**src/rtl/uart_tx_pkg.sv**
```systemverilog
package uart_tx_pkg;

  localparam int CHAR_MAX = 8;
  localparam int BRK_BIT  = 6;

  typedef enum logic [2:0] {
    ST_IDLE,
    ST_START,
    ST_DATA,
    ST_PAR,
    ST_STOP
  } tx_state_t;

  typedef enum logic [1:0] {
    PM_ODD  = 2'b00,
    PM_EVEN = 2'b01,
    PM_ONE  = 2'b10,
    PM_ZERO = 2'b11
  } par_mode_t;

  typedef struct packed {
    logic [3:0] nbits;
    logic       par_en;
    par_mode_t  par_mode;
    logic       stop_long;
    logic       short_char;
  } frame_cfg_t;

  // Turn the raw format bits into a decoded frame description.
  function automatic frame_cfg_t decode_fmt(input logic [5:0] f);
    frame_cfg_t c;
    c.nbits      = 4'd5 + {2'b00, f[1:0]};
    c.stop_long  = f[2];
    c.par_en     = f[3];
    c.par_mode   = par_mode_t'(f[5:4]);
    c.short_char = (f[1:0] == 2'b00);
    return c;
  endfunction

  // Parity bit over the low n data bits for the chosen mode.
  function automatic logic calc_parity(input logic [CHAR_MAX-1:0] d,
                                       input logic [3:0] n,
                                       input par_mode_t mode);
    logic x;
    x = 1'b0;
    for (int i = 0; i < CHAR_MAX; i++) begin
      if (i < int'(n)) x = x ^ d[i];
    end
    case (mode)
      PM_ODD:  return ~x;
      PM_EVEN: return x;
      PM_ONE:  return 1'b1;
      default: return 1'b0;
    endcase
  endfunction

  // Ticks spent at the stop level.
  function automatic int stop_span(input frame_cfg_t c, input int tpb);
    if (!c.stop_long) return tpb;
    if (c.short_char) return tpb + tpb / 2;
    return 2 * tpb;
  endfunction

endpackage

```
**src/rtl/utx_fmt_hold.sv**
```systemverilog
module utx_fmt_hold
  import uart_tx_pkg::*;
(
  input  logic       clk,
  input  logic       rst_n,
  input  logic       load,
  input  logic [5:0] fmt_in,
  output frame_cfg_t cfg
);

  logic [5:0] fmt_q;

  always_ff @(posedge clk) begin
    if (!rst_n)    fmt_q <= '0;
    else if (load) fmt_q <= fmt_in;
  end

  assign cfg = decode_fmt(fmt_q);

  // captured format changes only on a load
  p_fmt_only_on_load_r8: assert property (@(posedge clk) disable iff (!rst_n)
    !load |=> $stable(cfg));

endmodule

```
**src/rtl/utx_bit_timer.sv**
```systemverilog
module utx_bit_timer #(
  parameter int CNT_W = 6
) (
  input  logic             clk,
  input  logic             rst_n,
  input  logic             clr,
  input  logic             run,
  input  logic             tick,
  input  logic [CNT_W-1:0] span,
  output logic             phase_done
);

  logic [CNT_W-1:0] cnt;
  logic             at_last;

  assign at_last    = (cnt == span - CNT_W'(1));
  assign phase_done = run && tick && at_last;

  always_ff @(posedge clk) begin
    if (!rst_n || clr)     cnt <= '0;
    else if (phase_done)   cnt <= '0;
    else if (run && tick)  cnt <= cnt + CNT_W'(1);
  end

  // count never reaches the span of the running phase
  p_cnt_in_span_r3: assert property (@(posedge clk) disable iff (!rst_n)
    run |-> (cnt < span));

  // no tick pulse, no progress
  p_hold_without_tick_r3: assert property (@(posedge clk) disable iff (!rst_n)
    (!tick && !clr) |=> $stable(cnt));

endmodule

```
**src/rtl/utx_sequencer.sv**
```systemverilog
module utx_sequencer
  import uart_tx_pkg::*;
#(
  parameter int TPB   = 16,
  parameter int CNT_W = 6
) (
  input  logic                clk,
  input  logic                rst_n,
  input  logic                accept,
  input  logic [CHAR_MAX-1:0] data_in,
  input  frame_cfg_t          cfg,
  input  logic                phase_done,
  output logic                run,
  output logic [CNT_W-1:0]    span,
  output logic                line_raw,
  output logic                frame_end
);

  localparam int IDX_W = $clog2(CHAR_MAX);

  tx_state_t           state;
  logic [CHAR_MAX-1:0] shreg;
  logic [IDX_W-1:0]    bit_idx;
  logic                par_q;
  logic                last_data;

  assign last_data = ({1'b0, bit_idx} == (cfg.nbits - 4'd1));
  assign run       = (state != ST_IDLE);
  assign frame_end = phase_done && (state == ST_STOP);
  assign span      = (state == ST_STOP) ? CNT_W'(stop_span(cfg, TPB)) : CNT_W'(TPB);

  always_ff @(posedge clk) begin
    if (!rst_n) begin
      state   <= ST_IDLE;
      shreg   <= '0;
      bit_idx <= '0;
      par_q   <= 1'b0;
    end else begin
      case (state)
        ST_IDLE: if (accept) begin
          state   <= ST_START;
          shreg   <= data_in;
          bit_idx <= '0;
        end
        ST_START: if (phase_done) begin
          state <= ST_DATA;
          par_q <= calc_parity(shreg, cfg.nbits, cfg.par_mode);
        end
        ST_DATA: if (phase_done) begin
          shreg   <= shreg >> 1;
          bit_idx <= bit_idx + IDX_W'(1);
          if (last_data) state <= cfg.par_en ? ST_PAR : ST_STOP;
        end
        ST_PAR:  if (phase_done) state <= ST_STOP;
        ST_STOP: if (phase_done) state <= ST_IDLE;
        default: state <= ST_IDLE;
      endcase
    end
  end

  always_comb begin
    case (state)
      ST_START: line_raw = 1'b0;
      ST_DATA:  line_raw = shreg[0];
      ST_PAR:   line_raw = par_q;
      default:  line_raw = 1'b1;
    endcase
  end

  // an accepted character opens a frame with the start bit
  p_accept_starts_r2: assert property (@(posedge clk) disable iff (!rst_n)
    accept |=> (state == ST_START) && !line_raw);

  // bit index stays inside the selected length
  p_idx_bound_r4: assert property (@(posedge clk) disable iff (!rst_n)
    (state == ST_DATA) |-> ({1'b0, bit_idx} < cfg.nbits));

  // parity state only entered when parity is enabled
  p_par_enabled_r5: assert property (@(posedge clk) disable iff (!rst_n)
    (state == ST_PAR) |-> cfg.par_en);

  // stop level is high
  p_stop_high_r6: assert property (@(posedge clk) disable iff (!rst_n)
    (state == ST_STOP) |-> line_raw);

endmodule

```
**src/rtl/uart_frame_tx.sv**
```systemverilog
module uart_frame_tx
  import uart_tx_pkg::*;
#(
  parameter int TICKS_PER_BIT = 16
) (
  input  logic       clk,
  input  logic       rst_n,
  input  logic       tick16,
  input  logic [7:0] line_ctrl,
  input  logic [7:0] tx_data,
  input  logic       tx_valid,
  output logic       tx_ready,
  output logic       tx_line,
  output logic       busy
);

  localparam int CNT_W = $clog2(2 * TICKS_PER_BIT + 1);

  frame_cfg_t       cfg;
  logic             accept;
  logic             run;
  logic             phase_done;
  logic             frame_end;
  logic             line_raw;
  logic [CNT_W-1:0] span;
  logic             brk;

  assign accept   = tx_valid && tx_ready;
  assign tx_ready = !run;
  assign busy     = run;
  assign brk      = line_ctrl[BRK_BIT];
  assign tx_line  = brk ? 1'b0 : line_raw;

  utx_fmt_hold u_fmt (
    .clk    (clk),
    .rst_n  (rst_n),
    .load   (accept),
    .fmt_in (line_ctrl[5:0]),
    .cfg    (cfg)
  );

  utx_bit_timer #(.CNT_W(CNT_W)) u_timer (
    .clk        (clk),
    .rst_n      (rst_n),
    .clr        (accept),
    .run        (run),
    .tick       (tick16),
    .span       (span),
    .phase_done (phase_done)
  );

  utx_sequencer #(.TPB(TICKS_PER_BIT), .CNT_W(CNT_W)) u_seq (
    .clk        (clk),
    .rst_n      (rst_n),
    .accept     (accept),
    .data_in    (tx_data),
    .cfg        (cfg),
    .phase_done (phase_done),
    .run        (run),
    .span       (span),
    .line_raw   (line_raw),
    .frame_end  (frame_end)
  );

  // idle without break leaves the line high
  p_idle_high_r1: assert property (@(posedge clk) disable iff (!rst_n)
    (!busy && !brk) |-> tx_line);

  // break holds the output low
  p_break_low_r7: assert property (@(posedge clk) disable iff (!rst_n)
    brk |-> !tx_line);

  // format held between acceptance and the end of the frame
  p_cfg_held_r8: assert property (@(posedge clk) disable iff (!rst_n)
    (busy && !frame_end) |=> $stable(cfg));

  // frame end returns the block to idle
  p_end_to_idle_r6: assert property (@(posedge clk) disable iff (!rst_n)
    frame_end |=> !busy && tx_ready);

endmodule

```
**config.mk**
```make
export PLATFORM = sky130hd
export DESIGN_NAME = uart_frame_tx
export DESIGN_NICKNAME = d
export VERILOG_FILES = /design/src/rtl/uart_tx_pkg.sv /design/src/rtl/utx_fmt_hold.sv /design/src/rtl/utx_bit_timer.sv /design/src/rtl/utx_sequencer.sv /design/src/rtl/uart_frame_tx.sv
export SDC_FILE = /design/constraint.sdc
export NUM_CORES = 1
export LEC_CHECK = 0
export BUFFER_PORTS_ARGS = -buffer_cell sky130_fd_sc_hd__buf_2
export CAP_MARGIN = 5
export CORE_MARGIN = 5
export CORE_UTILIZATION = 45
export CTS_CLUSTER_SIZE = 28
export DETAILED_ROUTE_END_ITERATION = 10
export GPL_TIMING_DRIVEN = 0
export PLACE_DENSITY_LB_ADDON = 0.05
export SLEW_MARGIN = 10
export SYNTH_ARGS = -nofsm -noshare
export SYNTH_HDL_FRONTEND = slang
export SYNTH_SLANG_ARGS = --single-unit
export TNS_END_PERCENT = 100
```
**constraint.sdc**
```tcl
create_clock -name clk -period 4.8 [get_ports clk]
set_clock_uncertainty 0.1 [all_clocks]
set_input_delay 0.96 -clock clk [delete_from_list [all_inputs] [get_ports clk]]
set_output_delay 0.96 -clock clk [all_outputs]
set_load 0.01 [all_outputs]
```
Word-level counts from Yosys, hierarchy flattened
Cells that the tools add are included.
- multiplexer cells: 56
- $lt $le $gt $ge: 8
- reductions and logical operators: 15
- add/sub/neg operators: 5
- bitwise logic cells: 8
- equal/unequal tests: 14
- operator list (cell ; number):
    $mux W1 ; 35
    $mux W3 ; 9
    $mux W6 ; 3
    $lt A3 B4 Y1 const A ; 4
    $mux W8 ; 2
    $pmux W8 S2 ; 1
    $pmux W3 S5 ; 1
    $mux W5 ; 2
    $ne A2 B2 Y1 const B ; 5
    $lt A1 B4 Y1 const A ; 2
    $lt A2 B4 Y1 const A ; 2
    $xor A1 B1 Y1 ; 7
    $add A6 B1 Y6 const B ; 1
    $eq A3 B2 Y1 const B ; 2
    $eq A6 B6 Y1 ; 1
    $pmux W1 S3 ; 2
    $pmux W3 S2 ; 1
    $reduce_and A6 Y1 ; 1
    $sub A6 B1 Y6 const B ; 1
    $add A3 B2 Y4 const A ; 1
    $eq A3 B4 Y1 ; 1
    $logic_not A2 Y1 ; 2
    $sub A4 B1 Y4 const B ; 1
    $add A3 B1 Y3 const B ; 1
    15 further kinds ; 18
- output and inout port bits: 3
- logic and storage cells: 112
- register bits after elaboration: 27
- bits of input ports: 20

Logic depth before layout (Yosys ltp)
- depth after elaboration: 49
- gate-level depth with buffers: 10
- depth with buffers taken out: 8

Cells and area by module
From an unflattened synthesis, not the netlist that was laid out.
- cells, all modules: 228
- area total of the unflattened synthesis: 1870.5 sq um
- modules (own cells, without submodules) (module ; cells an instance ; instances ; sequential area each (sq um) ; area an instance (sq um)):
    utx_sequencer ; 143 ; 1 ; 300.3 ; 1097.3
    utx_bit_timer ; 53 ; 1 ; 120.1 ; 441.7
    utx_fmt_hold ; 29 ; 1 ; 120.1 ; 307.8
    uart_frame_tx ; 3 ; 1 ; 0.0 ; 23.8

Least setup slack after synthesis
OpenSTA, ideal clock, no wires.
- path kind: register to register
- start: reg u_seq.state[0]
- end: reg u_seq.par_q
- stages on the path, launching flop included: 10
- setup slack: 2.403 ns
- period minus slack after synthesis: 2.397 ns
- required time: 4.605 ns
- setup time: 0.095 ns
- buffers on the path: 1
- arrival time: 2.202 ns
- path through: dfxtp_1 buf_6 nand4bb_4 nor3_1 ha_1 xnor2_1 o2111ai_4 or3_4 a2111o_1 o311ai_1
- longest elaborated chain between the ends: 6
- elaborated cells between the ends (all ways): 9
- those cells by class: 1 x add/sub; 3 x eq/ne; 1 x mux; 4 x reduce/logical
- ends and longest elaborated chain (what ; line ; text):
    start, declared ; utx_sequencer.sv:21 ; tx_state_t state;
    start signal, assigned ; utx_sequencer.sv:52 ; if (last_data) state <= cfg.par_en ? ST_PAR : ST_STOP;
    $eq A3 B3 Y1 ; n/a ;
    $mux W6 ; utx_sequencer.sv:30 ; assign span = (state == ST_STOP) ? CNT_W'(stop_span(cfg, TPB)) : CNT_W'(TPB);
    $sub A6 B1 Y6 ; utx_bit_timer.sv:16 ; assign at_last = (cnt == span - CNT_W'(1));
    $eq A6 B6 Y1 ; utx_bit_timer.sv:16 ;
    $logic_and A1 B1 Y1 ; utx_bit_timer.sv:17 ; assign phase_done = run && tick && at_last;
    $reduce_and A2 Y1 (no line) * ; n/a ;
    end signal, assigned ; utx_sequencer.sv:47 ; par_q <= calc_parity(shreg, cfg.nbits, cfg.par_mode);
    end, declared ; utx_sequencer.sv:24 ; logic par_q;
Every way passes the cells marked *; elsewhere a longest branch is shown, timed or not.
A chain may end at the register's enable or synchronous reset.

Worst setup path in the final report
- start: reg u_seq.state[2]
- end: out tx_ready
- longest elaborated chain between the ends: 2
- ends and longest elaborated chain (what ; line ; text):
    $reduce_bool A3 Y1 ; utx_sequencer.sv:28 ; assign run = (state != ST_IDLE);
    $logic_not A1 Y1 ; uart_frame_tx.sv:29 ; assign tx_ready = !run;
    end, declared ; uart_frame_tx.sv:12 ; output logic tx_ready,
Every way passes these cells.

==> flow_summary_export.csv <==
group,metric,value,unit
cts,cts_resized,0,
die,die_w,68.3,um
power,ir_worst_vdd,0.000197,V
final_layout,final_util,52.0,%
sta,fin_crit,2.59,ns
setup_path,slowest_stage,"or3_4",
grt,track_usage,15.3,%
final_layout,area_delta_synth_final,12.6,%
final_layout,nets,235,
yosys,synth_seq_cells,27,
die,fp-row-count,21,
yosys,synth_area,1530,sq um
setup_path,end_kind,"primary output",
sta,tightest_slew,0.505,ns
route,wire_per_inst,12.3,um
placement,pre_cts_ws,2.19,ns
cts,cts_htree_levels,1,
yosys,synth_top_cell_area_share,35.4,%
setup_path,cp_max_fo,9,
cts,cts_made_buffers,3,
final_layout,area.sequential,541,sq um
cts,clkSinkCount,27,
grt,grt_pass1_wl,5370,um
die,die-area,4660,sq um
yosys,synth.area.top_cells,"dfxtp_1, nand2_1, nor2_1",
setup_path,critical_path.max_stage_delay,0.38,ns
die,dieHeight,68.3,um
sta,finalSetupViolations,0,
placement,placed_cell_area,1690,sq um
setup_path,path_cells,"buf_6 -> or3_4 -> buf_6 -> inv_4 -> buf_2",
power,powerDensity,453,nW/um^2
setup_path,crit_type,"reg -> out",
yosys,ys_seq_area_share,35.4,%
route,routed_wl,3160,um
grt,grt_max_degree,17,
route,viasPerCell,5.16,
route,ant_nets,0,
run_status,status,"finished, final reports clean",
flow_run,drv_cap,0,
worst_hold_path,hold_path_class,"reg -> reg",
sta,finalHoldViolations,0,
yosys,yosysMostFrequentCell,"nand2_1",
die,start_util,46.1,%
sta,setup_slack,2.21,ns
yosys,synthFlopType,"dfxtp_1",
yosys,synth.distinct_cells,39,
route,first_pass_iters,4,
grt,grt_pass1_vias,1221,
final_layout,fill_cells,328,
yosys,yosys.area.top_type,"dfxtp_1",
cts,clkLatencyLatePin,0.33,ns
setup_path,arrival,1.53,ns
final_layout,diodes,0,
final_layout,drive_gt1_share,18.5,%
final_layout,multiInputGateArea,892,sq um
cts,cts_tree,"yes",
die,core,3310,sq um
die,ioPinCount,23,
sta,fmax,386,MHz
grt,antenna_found_initial,0,
route,drt_iter0_drc,33,
cts,cts.hold.buffers_added,0,
yosys,ys_warn_count,0,
sta,fin_crit_sh,54.0,%
placement,dp_hpwl,2430,um
final_layout,stdcell_area,1720,sq um
cts,cts.clk_slew.worst_paths,0.16,ns
sta,rsz0062_at_grt,"false",
yosys,async_flop_share,0,%
placement,gp_congestion,0.759,
power,p_leak,0.674,nW
sta,drv_slew,0,
sta,relSlewSlack,66.3,%
setup_path,cpMostUsedCell,"buf_6",
sta,setup_tns,0,ns
setup_path,start_kind,"flop",
yosys,synth_edf_count,0,
setup_path,cp_num_buf_inv,4,
yosys,synth_commonest_cells,"nand2_1, dfxtp_1, nor2_1, a21oi_1",
cts,cts_root_buffer,"clkbuf_4",
power,report.power.total,0.779,mW
cts,cts_buffer_depth,2,
grt,gr-total-overflow,0,
yosys,syn_nets,209,
route,vias,1326,
placement,io_buffers,21,
cts,post_cts.repair.setup_buffers,0,
yosys,syn_avg_cell_area,8.21,sq um
setup_path,cp.required,3.74,ns
yosys,synthCells,186,
route,drc_errors,0,
setup_path,crit_family,"buffers and inverters",
final timing paths:
check | start | endpoint | slack (ns) | cells past startpoint
setup / recovery | u_seq.state[2] | tx_ready | 2.21 | 5
hold / removal | u_fmt.fmt_q[4] | u_fmt.fmt_q[4] | 0.39 | 2
setup reg to reg | u_seq.state[0] | u_seq.shreg[6] | 2.23 | 10
hold reg to reg | u_fmt.fmt_q[4] | u_fmt.fmt_q[4] | 0.39 | 2
worst min-delay path, stage by stage (launching register included):
cell	delay, ns
dfxtp_1	0.35
nand2_1	0.05
a21oi_1	0.05
stage by stage:
stage | instances | hold WS [ns]
global route | 257 | 0.420
detailed placement | 253 | 0.366
finish | 257 | 0.385
CTS | 257 | 0.386
floorplan | 186 | 0.336
global placement | 253 | 0.363
routing by layer:
layer,vias to the layer above,GRT usage [%],wire length [um]
li1,686,-,-
met1,616,19.0,1550
met2,20,26.5,1470
met3,4,1.97,108
met4,0,5.96,32
met5,-,0,0
sequential cells by signal (all words and copies together), names as in the netlist:
name           flops
u_seq.par_q        1
u_seq.state        3
u_fmt.fmt_q        6
u_seq.shreg        8
u_timer.cnt        6
u_seq.bit_idx      3
final cells by class:
type	count	share of cell area, %
Clock buffer	3	1.31
Tap cell	46	3.35
Sequential cell	27	31.4
Multi-Input combinational cell	142	51.9
Timing Repair Buffer	21	6.11
Clock inverter	1	0.436
Inverter	4	1.02
Buffer	13	4.51
power breakdown:
group	switching, mW	internal (mW)	total [mW]
Sequential	0.0271	0.260	0.287
Clock	0.0705	0.0319	0.102
Combinational	0.222	0.168	0.389
Total	0.319	0.460	0.779
kinds of logic after synthesis:
| family | share of synthesized area [%] |
|---|---|
| DFF | 35.4 |
| adders and majority gates | 2.46 |
| and+or+nand+nor | 28.5 |
| AOI/OAI and AO/OA | 17.0 |
| muxes | 1.31 |
| xor gates and xnor gates | 9.17 |
| buffers and inverters | 6.22 |
layout by cell type, fill, tap and decap left out, drive strengths merged, types with 2 or more instances in the layout:
cell type and n:
nand2 39, dfxtp 27, buf 27, nor2 25, a21oi 12, nand3 10, xnor2 10, clkbuf 10
a311oi 7, xor2 6, inv 4, o21ai 4, ha 3, or3 3, and2 2, and3 2
mux2i 2, a22oi 2
No activity file was read; power rests on OpenSTA's default activity.
